`src/rtl/edio_pkg.sv`:
```
package edio_pkg;
  localparam int ADDR_W     = 5;
  localparam int DATA_W     = 8;
  localparam int LOCK_W     = 6;
  localparam int PORT_BASE  = 16;
  localparam int PEND_OFF   = 22;
  localparam int PGLK_OFF   = 23;
  localparam int PAGED_BASE = 24;

  typedef enum logic [1:0] {
    PG_NONE = 2'd0,
    PG_POL  = 2'd1,
    PG_EN   = 2'd2,
    PG_ID   = 2'd3
  } page_e;
endpackage

```
`src/rtl/edio_sync.sv`:
```
module edio_sync #(
  parameter int W = 24
) (
  input  logic         clk,
  input  logic         rst_n,
  input  logic [W-1:0] pin_in,
  output logic [W-1:0] cur,
  output logic [W-1:0] prev
);
  logic [W-1:0] meta_q;
  logic [W-1:0] cur_q;
  logic [W-1:0] prev_q;

  // idle level of a pulled-up line is high
  always_ff @(posedge clk or negedge rst_n) begin
    if (!rst_n) begin
      meta_q <= '1;
      cur_q  <= '1;
      prev_q <= '1;
    end else begin
      meta_q <= pin_in;
      cur_q  <= meta_q;
      prev_q <= cur_q;
    end
  end

  assign cur  = cur_q;
  assign prev = prev_q;
endmodule

```
`src/rtl/edio_byte_ctl.sv`:
```
module edio_byte_ctl #(
  parameter int BW = 8
) (
  input  logic          clk,
  input  logic          rst_n,
  input  logic          pol_we,
  input  logic          en_we,
  input  logic          id_we,
  input  logic [BW-1:0] wdata,
  input  logic [BW-1:0] cur,
  input  logic [BW-1:0] prev,
  output logic [BW-1:0] pol_q,
  output logic [BW-1:0] en_q,
  output logic [BW-1:0] id_q
);
  logic [BW-1:0] rise, fall, det;
  logic [BW-1:0] pol_nxt, en_nxt, id_nxt;

  always_comb begin
    rise    = cur & ~prev;
    fall    = ~cur & prev;
    det     = en_q & ((pol_q & rise) | (~pol_q & fall));
    pol_nxt = pol_we ? wdata : pol_q;
    en_nxt  = en_we ? wdata : en_q;
    // set dominates the software clear
    id_nxt  = (id_we ? (id_q & wdata) : id_q) | det;
  end

  always_ff @(posedge clk or negedge rst_n) begin
    if (!rst_n) begin
      pol_q <= '0;
      en_q  <= '0;
      id_q  <= '0;
    end else begin
      pol_q <= pol_nxt;
      en_q  <= en_nxt;
      id_q  <= id_nxt;
    end
  end

  p_id_gated_r6: assert property (@(posedge clk) disable iff (!rst_n)
    1'b1 |=> ((id_q & ~$past(id_q) & ~$past(en_q)) == '0));

  p_set_wins_r7: assert property (@(posedge clk) disable iff (!rst_n)
    (id_we && wdata == '0) |=> (id_q == $past(det)));

  p_rise_latch_r5: assert property (@(posedge clk) disable iff (!rst_n)
    (|(en_q & pol_q & cur & ~prev)) |=> (|id_q));
endmodule

```
`src/rtl/edio_bank.sv`:
```
module edio_bank
  import edio_pkg::*;
#(
  parameter int NUM_PORTS = 3
) (
  input  logic                        clk,
  input  logic                        rst_n,
  input  logic                        wr_en,
  input  logic [4:0]                  addr,
  input  logic [7:0]                  wdata,
  output logic [7:0]                  rdata,
  input  logic [NUM_PORTS*8-1:0]      pin_in,
  output logic [NUM_PORTS*8-1:0]      pin_sink,
  output logic                        irq
);
  localparam int PIN_W = NUM_PORTS * DATA_W;

  logic [PIN_W-1:0]  cur, prev;
  logic [PIN_W-1:0]  out_q, out_nxt;
  logic [PIN_W-1:0]  pol_all, en_all, id_all;
  logic [DATA_W-1:0] pgl_q, pgl_nxt;
  logic [NUM_PORTS-1:0] pend;
  page_e             page;

  assign page = page_e'(pgl_q[7:6]);

  edio_sync #(.W(PIN_W)) u_sync (
    .clk(clk), .rst_n(rst_n), .pin_in(pin_in), .cur(cur), .prev(prev)
  );

  // page / lock register
  always_comb begin
    pgl_nxt = pgl_q;
    if (wr_en && addr == ADDR_W'(PGLK_OFF)) pgl_nxt = wdata;
  end

  always_ff @(posedge clk or negedge rst_n) begin
    if (!rst_n) pgl_q <= '0;
    else        pgl_q <= pgl_nxt;
  end

  for (genvar g = 0; g < NUM_PORTS; g++) begin : g_port
    localparam logic [ADDR_W-1:0] PORT_A  = ADDR_W'(PORT_BASE + g);
    localparam logic [ADDR_W-1:0] PAGED_A = ADDR_W'(PAGED_BASE + g);
    logic port_we, paged_hit;

    assign port_we   = wr_en && addr == PORT_A && !pgl_q[g];
    assign paged_hit = wr_en && addr == PAGED_A;

    always_comb begin
      out_nxt[g*DATA_W +: DATA_W] = out_q[g*DATA_W +: DATA_W];
      if (port_we) out_nxt[g*DATA_W +: DATA_W] = wdata;
    end

    always_ff @(posedge clk or negedge rst_n) begin
      if (!rst_n) out_q[g*DATA_W +: DATA_W] <= '0;
      else        out_q[g*DATA_W +: DATA_W] <= out_nxt[g*DATA_W +: DATA_W];
    end

    edio_byte_ctl #(.BW(DATA_W)) u_ctl (
      .clk   (clk),
      .rst_n (rst_n),
      .pol_we(paged_hit && page == PG_POL),
      .en_we (paged_hit && page == PG_EN),
      .id_we (paged_hit && page == PG_ID),
      .wdata (wdata),
      .cur   (cur[g*DATA_W +: DATA_W]),
      .prev  (prev[g*DATA_W +: DATA_W]),
      .pol_q (pol_all[g*DATA_W +: DATA_W]),
      .en_q  (en_all[g*DATA_W +: DATA_W]),
      .id_q  (id_all[g*DATA_W +: DATA_W])
    );

    assign pend[g] = |id_all[g*DATA_W +: DATA_W];

    p_lock_hold_r9: assert property (@(posedge clk) disable iff (!rst_n)
      (wr_en && addr == PORT_A && pgl_q[g]) |=> $stable(pin_sink[g*DATA_W +: DATA_W]));
  end

  assign pin_sink = out_q;
  assign irq      = |pend;

  // read mux
  always_comb begin
    rdata = '0;
    for (int i = 0; i < NUM_PORTS; i++) begin
      if (addr == ADDR_W'(PORT_BASE + i)) rdata = ~cur[i*DATA_W +: DATA_W];
      if (addr == ADDR_W'(PAGED_BASE + i)) begin
        case (page)
          PG_POL:  rdata = pol_all[i*DATA_W +: DATA_W];
          PG_EN:   rdata = en_all[i*DATA_W +: DATA_W];
          PG_ID:   rdata = id_all[i*DATA_W +: DATA_W];
          default: rdata = '0;
        endcase
      end
    end
    if (addr == ADDR_W'(PEND_OFF)) rdata = DATA_W'(pend);
    if (addr == ADDR_W'(PGLK_OFF)) rdata = pgl_q;
  end

  p_irq_any_id_r8: assert property (@(posedge clk) disable iff (!rst_n)
    irq == (id_all != '0));

  p_page0_inert_r4: assert property (@(posedge clk) disable iff (!rst_n)
    (wr_en && page == PG_NONE && addr >= ADDR_W'(PAGED_BASE)
     && addr < ADDR_W'(PAGED_BASE + NUM_PORTS))
    |=> ($stable(pol_all) && $stable(en_all)));

  p_reset_quiet_r10: assert property (@(posedge clk) disable iff (!rst_n)
    $rose(rst_n) |-> (!irq && pin_sink == '0 && pgl_q == '0));
endmodule

```
`config.mk`:
```
export PLATFORM = sky130hd
export DESIGN_NAME = edio_bank
export DESIGN_NICKNAME = d
export VERILOG_FILES = /design/src/rtl/edio_pkg.sv /design/src/rtl/edio_sync.sv /design/src/rtl/edio_byte_ctl.sv /design/src/rtl/edio_bank.sv
export SDC_FILE = /design/constraint.sdc
export NUM_CORES = 1
export LEC_CHECK = 0
export BUFFER_PORTS_ARGS = -buffer_cell sky130_fd_sc_hd__clkbuf_2
export CAP_MARGIN = 5
export CORE_MARGIN = 1
export CORE_UTILIZATION = 45
export CTS_CLUSTER_DIAMETER = 50
export DETAILED_ROUTE_END_ITERATION = 8
export PLACE_DENSITY_LB_ADDON = 0.12
export RECOVER_POWER = 50
export SLEW_MARGIN = 10
export SYNTH_ARGS = -nofsm -noshare
export SYNTH_HDL_FRONTEND = slang
export SYNTH_SLANG_ARGS = --single-unit
```
`constraint.sdc`:
```
create_clock -name clk -period 1.9 [get_ports clk]
set_input_delay 0.19 -clock clk [delete_from_list [all_inputs] [get_ports clk]]
set_output_delay 0.19 -clock clk [all_outputs]
set_load 0.02 [all_outputs]
```
# Word level (Yosys, flattened, before mapping)
# Index checks and enable logic that the tools add are counted.
[totals]
word_cells = 100
regBits = 176
[classes]
n_eq_ne = 11
mux = 14
reduce_logical = 26
bitwise = 33
[op_table]
columns = ["cell", "count"]
rows = [
  ["8-bit bitwise AND", 18],
  ["8-bit 2-to-1 mux", 11],
  ["8-bit inverter", 9],
  ["8-bit one-hot mux with 3 select lines", 3],
  ["8-bit OR", 6],
  ["5-bit equality test, second input constant", 8],
  ["24-bit OR reduction", 1],
  ["8-bit OR reduction", 3],
  ["1-bit logical AND", 19],
  ["2-bit equality test, second input constant", 2],
  ["1-bit zero test", 3],
  ["2-bit by 1-bit equality test with 1-bit output, second input constant", 1],
]

# Logic depth before layout (Yosys ltp)
[logic_depth]
word_depth = 9
mapped_depth = 7
ltp_nobuf = 5

# Hierarchy
# A second synthesis with hierarchy kept.
[unflattened]
hier_cells = 530
area_unflattened_um2 = 7592.3
[by_module_without_submodules]
columns = ["module", "area_per_inst_um2", "seq_area_each_um2", "cells_per_inst", "instances"]
rows = [
  ["edio_byte_ctl", 1091.0, 600.6, 74, 3],
  ["edio_bank", 2427.3, 800.8, 236, 1],
  ["edio_sync", 1891.8, 1891.8, 72, 1],
]

# Least setup slack after synthesis
# OpenSTA, ideal clock, no wires.
[synth_timing]
path_kind = "register to output"
from = "register pgl_q[7]"
to = "output port rdata[3]"
required_ns = 1.710
path_slack_ns = -0.242
stages_incl_launch_ff = 7
arrival_ns = 1.952
cell_sequence = "dfrtp_1 > nor2b_1 > clkbuf_1 > clkbuf_1 > a22oi_1 > o221a_2 > a221oi_1"
[synth_via]
elab_chain_len = 9
elab_cells_between_ends = 13
[synth_rtl]
columns = ["item", "line_no", "text"]
rows = [
  ["start: declaration", "edio_bank.sv:21", "logic [DATA_W-1:0] pgl_q, pgl_nxt;"],
  ["start signal: assignment", "edio_bank.sv:39", "else pgl_q <= pgl_nxt;"],
  ["2-bit equality test / 2-bit by 1-bit equality test with 1-bit output (equally long branches)", "edio_bank.sv:89", "case (page)"],
  ["8-bit one-hot mux with 3 select lines", "edio_bank.sv:89", ""],
  ["8-bit 2-to-1 mux", "edio_bank.sv:88", "if (addr == ADDR_W'(PAGED_BASE + i)) begin"],
  ["8-bit 2-to-1 mux", "edio_bank.sv:87", "if (addr == ADDR_W'(PORT_BASE + i)) rdata = ~cur[i*DATA_W +: DATA_W];"],
  ["8-bit 2-to-1 mux", "edio_bank.sv:88", ""],
  ["8-bit 2-to-1 mux", "edio_bank.sv:87", ""],
  ["8-bit 2-to-1 mux (*)", "edio_bank.sv:88", ""],
  ["8-bit 2-to-1 mux (*)", "edio_bank.sv:97", "if (addr == ADDR_W'(PEND_OFF)) rdata = DATA_W'(pend);"],
  ["8-bit 2-to-1 mux (*)", "edio_bank.sv:98", "if (addr == ADDR_W'(PGLK_OFF)) rdata = pgl_q;"],
  ["end: declaration", "edio_bank.sv:11", "output logic [7:0] rdata,"],
]
# Every way passes the cells marked *; elsewhere a longest branch is shown, timed or not.

# Final worst setup path
[layout_timing]
from = "register pgl_q[6]"
to = "output port rdata[7]"
# The elaborated chain is that of the path after synthesis.

==> results.toml <==
[floorplanning]
die_y_um = 130.0
die_x_um = 130.0
initial_core_util = 0.4623
num_rows = 46
die_area_um2 = 16890
io-pin-count = 73
coreArea_um2 = 15940

[min_path]
worstHoldPathType = "in2reg"

[place]
gp_congestion = 0.8870
io_buffers = 72
dp_hpwl_um = 13200
post-place-ws_ns = -0.1919

[sta]
worstMarginPinSlew_ns = 1.501
slew-limit-headroom = -0.0006479
fmax_mhz = 410.7
hold_slack_ns = 0.2442
finalSetupViolCount = 9
skew_ns = 0.01035
setup_tns_ns = -3.900
period_share = 1.282
grt_setup_unrepaired = "yes"
slew_viol_final = 26
hold_viol = 0
final.setup.worst_slack_ns = -0.5350
fin_crit_ns = 2.435

[run_status]
status = "finished with violations"
violations = "max-capacitance violations, max-slew violations, negative setup slack"

[synth]
synth_nets = 651
postSynthAreaPerCell_um2 = 12.06
ys_ff_latch = 176
synth_cells = 611
synth_edf_count = 0
ys_seq_area_frac = 0.6098
synthFlopType = "dfrtp_1"
ys_warn_count = 0
syn_area_um2 = 7370
ys_types = 47
async_flop_share = 1.000

[clock_tree]
cts_made_buffers = 17
h-tree-depth = 4
cts_tree = "done"
cts_sinks = 176
clk_latency_ns = 0.43
cts_max_path_buffers = 2
root_buffer = "clkbuf_16"
clk_pin_slew_ns = 0.06

[job]
maxCapViolations = 1

[grt]
grt_pass1_vias = 5403
antenna_found_initial = 0
grt_max_degree = 59
grt_overflow_total = 0
grt_first_pass_wirelength_um = 29480
grtUsageTotal = 0.2393

[routing]
antenna_left = 0
drt_first_pass_iters = 5
viasPerCell = 5.321
totalWireLength_um = 18420
route.detailed.drc = 0
initialDrtViolationCount = 181
wl_per_cell_um = 18.60
vias = 5268

[worst_setup_path]
worstPathRequired_ns = 1.71
cp_max_fo = 8
cp.arrival_ns = 2.24
path_class = "reg2out"
start_kind = "flip-flop"
critPathCaptureType = "output pin"

[final_layout]
synthToLayoutAreaGrowth_pct = 29.15
fillCellCount = 1290
layout-drive-gt1-share = 0.4574
n_antenna_cell = 0
final_nets = 801

[power]
cellLeakagePower_nw = 4.072
powerDensity_nw_per_um2 = 965.7
irDropWorstVdd_mv = 0.6699
==> path summary, 6_finish.rpt <==
check	startpoint	end	cells past startpoint	slack (ns)
max	pgl_q[6]$_DFFE_PN0P_	rdata[7]	7	-0.53
min	wdata[5]	g_port[0].u_ctl.id_q[5]$_DFF_PN0_	3	0.24
max reg2reg	pgl_q[6]$_DFFE_PN0P_	g_port[0].u_ctl.pol_q[7]$_DFFE_PN0P_	7	0.04
min reg2reg	u_sync.meta_q[10]$_DFF_PN1_	u_sync.cur[10]$_DFF_PN1_	0	0.36
max in group asynchronous	rst_n	u_sync.prev[14]$_DFF_PN1_	3	0.15
min in group asynchronous	rst_n	g_port[1].u_ctl.pol_q[4]$_DFFE_PN0P_	2	0.67
==> layout make-up <==
cell class | instances | area, um^2 | share of cell area
multi-input combinational | 405 | 2954 | 0.3104
inverter | 3 | 11.26 | 0.001183
tap | 216 | 270.3 | 0.02839
clock buffer | 21 | 440.4 | 0.04627
sequential | 176 | 4497 | 0.4725
clock inverter | 11 | 138.9 | 0.01459
timing repair buffer | 158 | 1206 | 0.1267
==> sequential cells by signal, indices dropped and copies added (netlist names) <==
| register | flops |
|---|---|
| g_port.u_ctl.pol_q | 24 |
| u_sync.prev | 24 |
| g_port.u_ctl.en_q | 24 |
| pgl_q | 8 |
| g_port.u_ctl.id_q | 24 |
| u_sync.meta_q | 24 |
| u_sync.cur | 24 |
| pin_sink | 24 |
==> cells in the final DEF, fill, tap and decap left out, types with 24 or more instances in the layout <==
| master | netlist | routed |
|---|---|---|
| nand2_1 | 112 | 109 |
| dfrtp_1 | 104 | 102 |
| mux2_2 | 97 | 94 |
| clkbuf_2 | 2 | 65 |
| o21ai_0 | 60 | 54 |
| dfstp_2 | 72 | 48 |
| buf_4 | 1 | 43 |
| nor2_1 | 35 | 34 |
| dlygate4sd3_1 | 0 | 25 |
| dfstp_1 | 0 | 24 |
==> power by group <==
| group | total [W] | switching (W) | internal [W] |
|---|---|---|---|
| sequential | 0.00434 | 0.000236 | 0.00410 |
| combinational | 0.00140 | 0.000705 | 0.000695 |
| clock | 0.00345 | 0.00140 | 0.00206 |
| total | 0.00919 | 0.00234 | 0.00685 |
==> cells by family (layout without fill, tap and decap cells) <==
| kind of cell | count (synthesis) | after routing | synth area share |
|---|---|---|---|
| buffers and inverters | 30 | 193 | 0.01766 |
| muxes | 105 | 105 | 0.1645 |
| and+or+nand+nor | 186 | 186 | 0.1109 |
| DFF | 176 | 176 | 0.6098 |
| AOI/OAI and AO/OA | 114 | 114 | 0.09712 |
==> Yosys cell counts (3+ instances only) <==
library cell	count	area [um^2]
mux2_2	97	1092
nand2_1	112	420.4
o21ai_0	60	300.3
a21oi_1	7	35.03
dfrtp_1	104	2603
nand3_1	3	15.01
nor4_1	6	37.54
a22oi_1	12	90.09
nand3b_1	4	30.03
nor2_2	6	37.54
clkbuf_1	19	71.32
o22ai_1	4	25.02
nor2b_1	4	25.02
inv_1	3	11.26
o211ai_1	4	30.03
a221oi_1	9	78.83
a22o_1	3	26.28
nor2_1	35	131.4
dfstp_2	72	1892
buf_2	3	15.01
mux2_4	8	120.1
==> critical path, cell delays in order, from the launching register on <==
cell and delay, ns:
dfrtp_2 0.48, buf_6 0.17, buf_6 0.11, mux2_4 0.28, a221o_1 0.33, a31oi_4 0.20
o31ai_4 0.11, buf_6 0.14
==> metal layers <==
layer	global-route usage	share of wire	wire, um	up-vias
li1	-	-	-	2467
met1	0.3034	0.44	8042	2662
met2	0.4048	0.50	9186	114
met3	0.04469	0.042	772	25
met4	0.09781	0.023	417	0
met5	0	0	0	-
==> per-stage QoR <==
stage	util	instances	total power, W	cell area (um^2)
6_report	0.5970	990	0.009191	9518
5_1_grt	0.5970	990	0.009547	9518
4_1_cts	0.5927	989	0.009247	9449
3_5_place_dp	0.5290	931	0.005646	8434
3_3_place_gp	0.5290	931	0.005600	8434
2_1_floorplan	-	611	0.005113	7400
==> repair_timing <==
action,CTS,global route
setup endpoints to repair,33,40
pin swaps,20,11
setup buffers,0,1
gates cloned,1,0
gates resized for setup,47,25
hold buffers,25,0
hold endpoints to repair,48,0
Note: power is estimated with default switching activity, not from simulation.
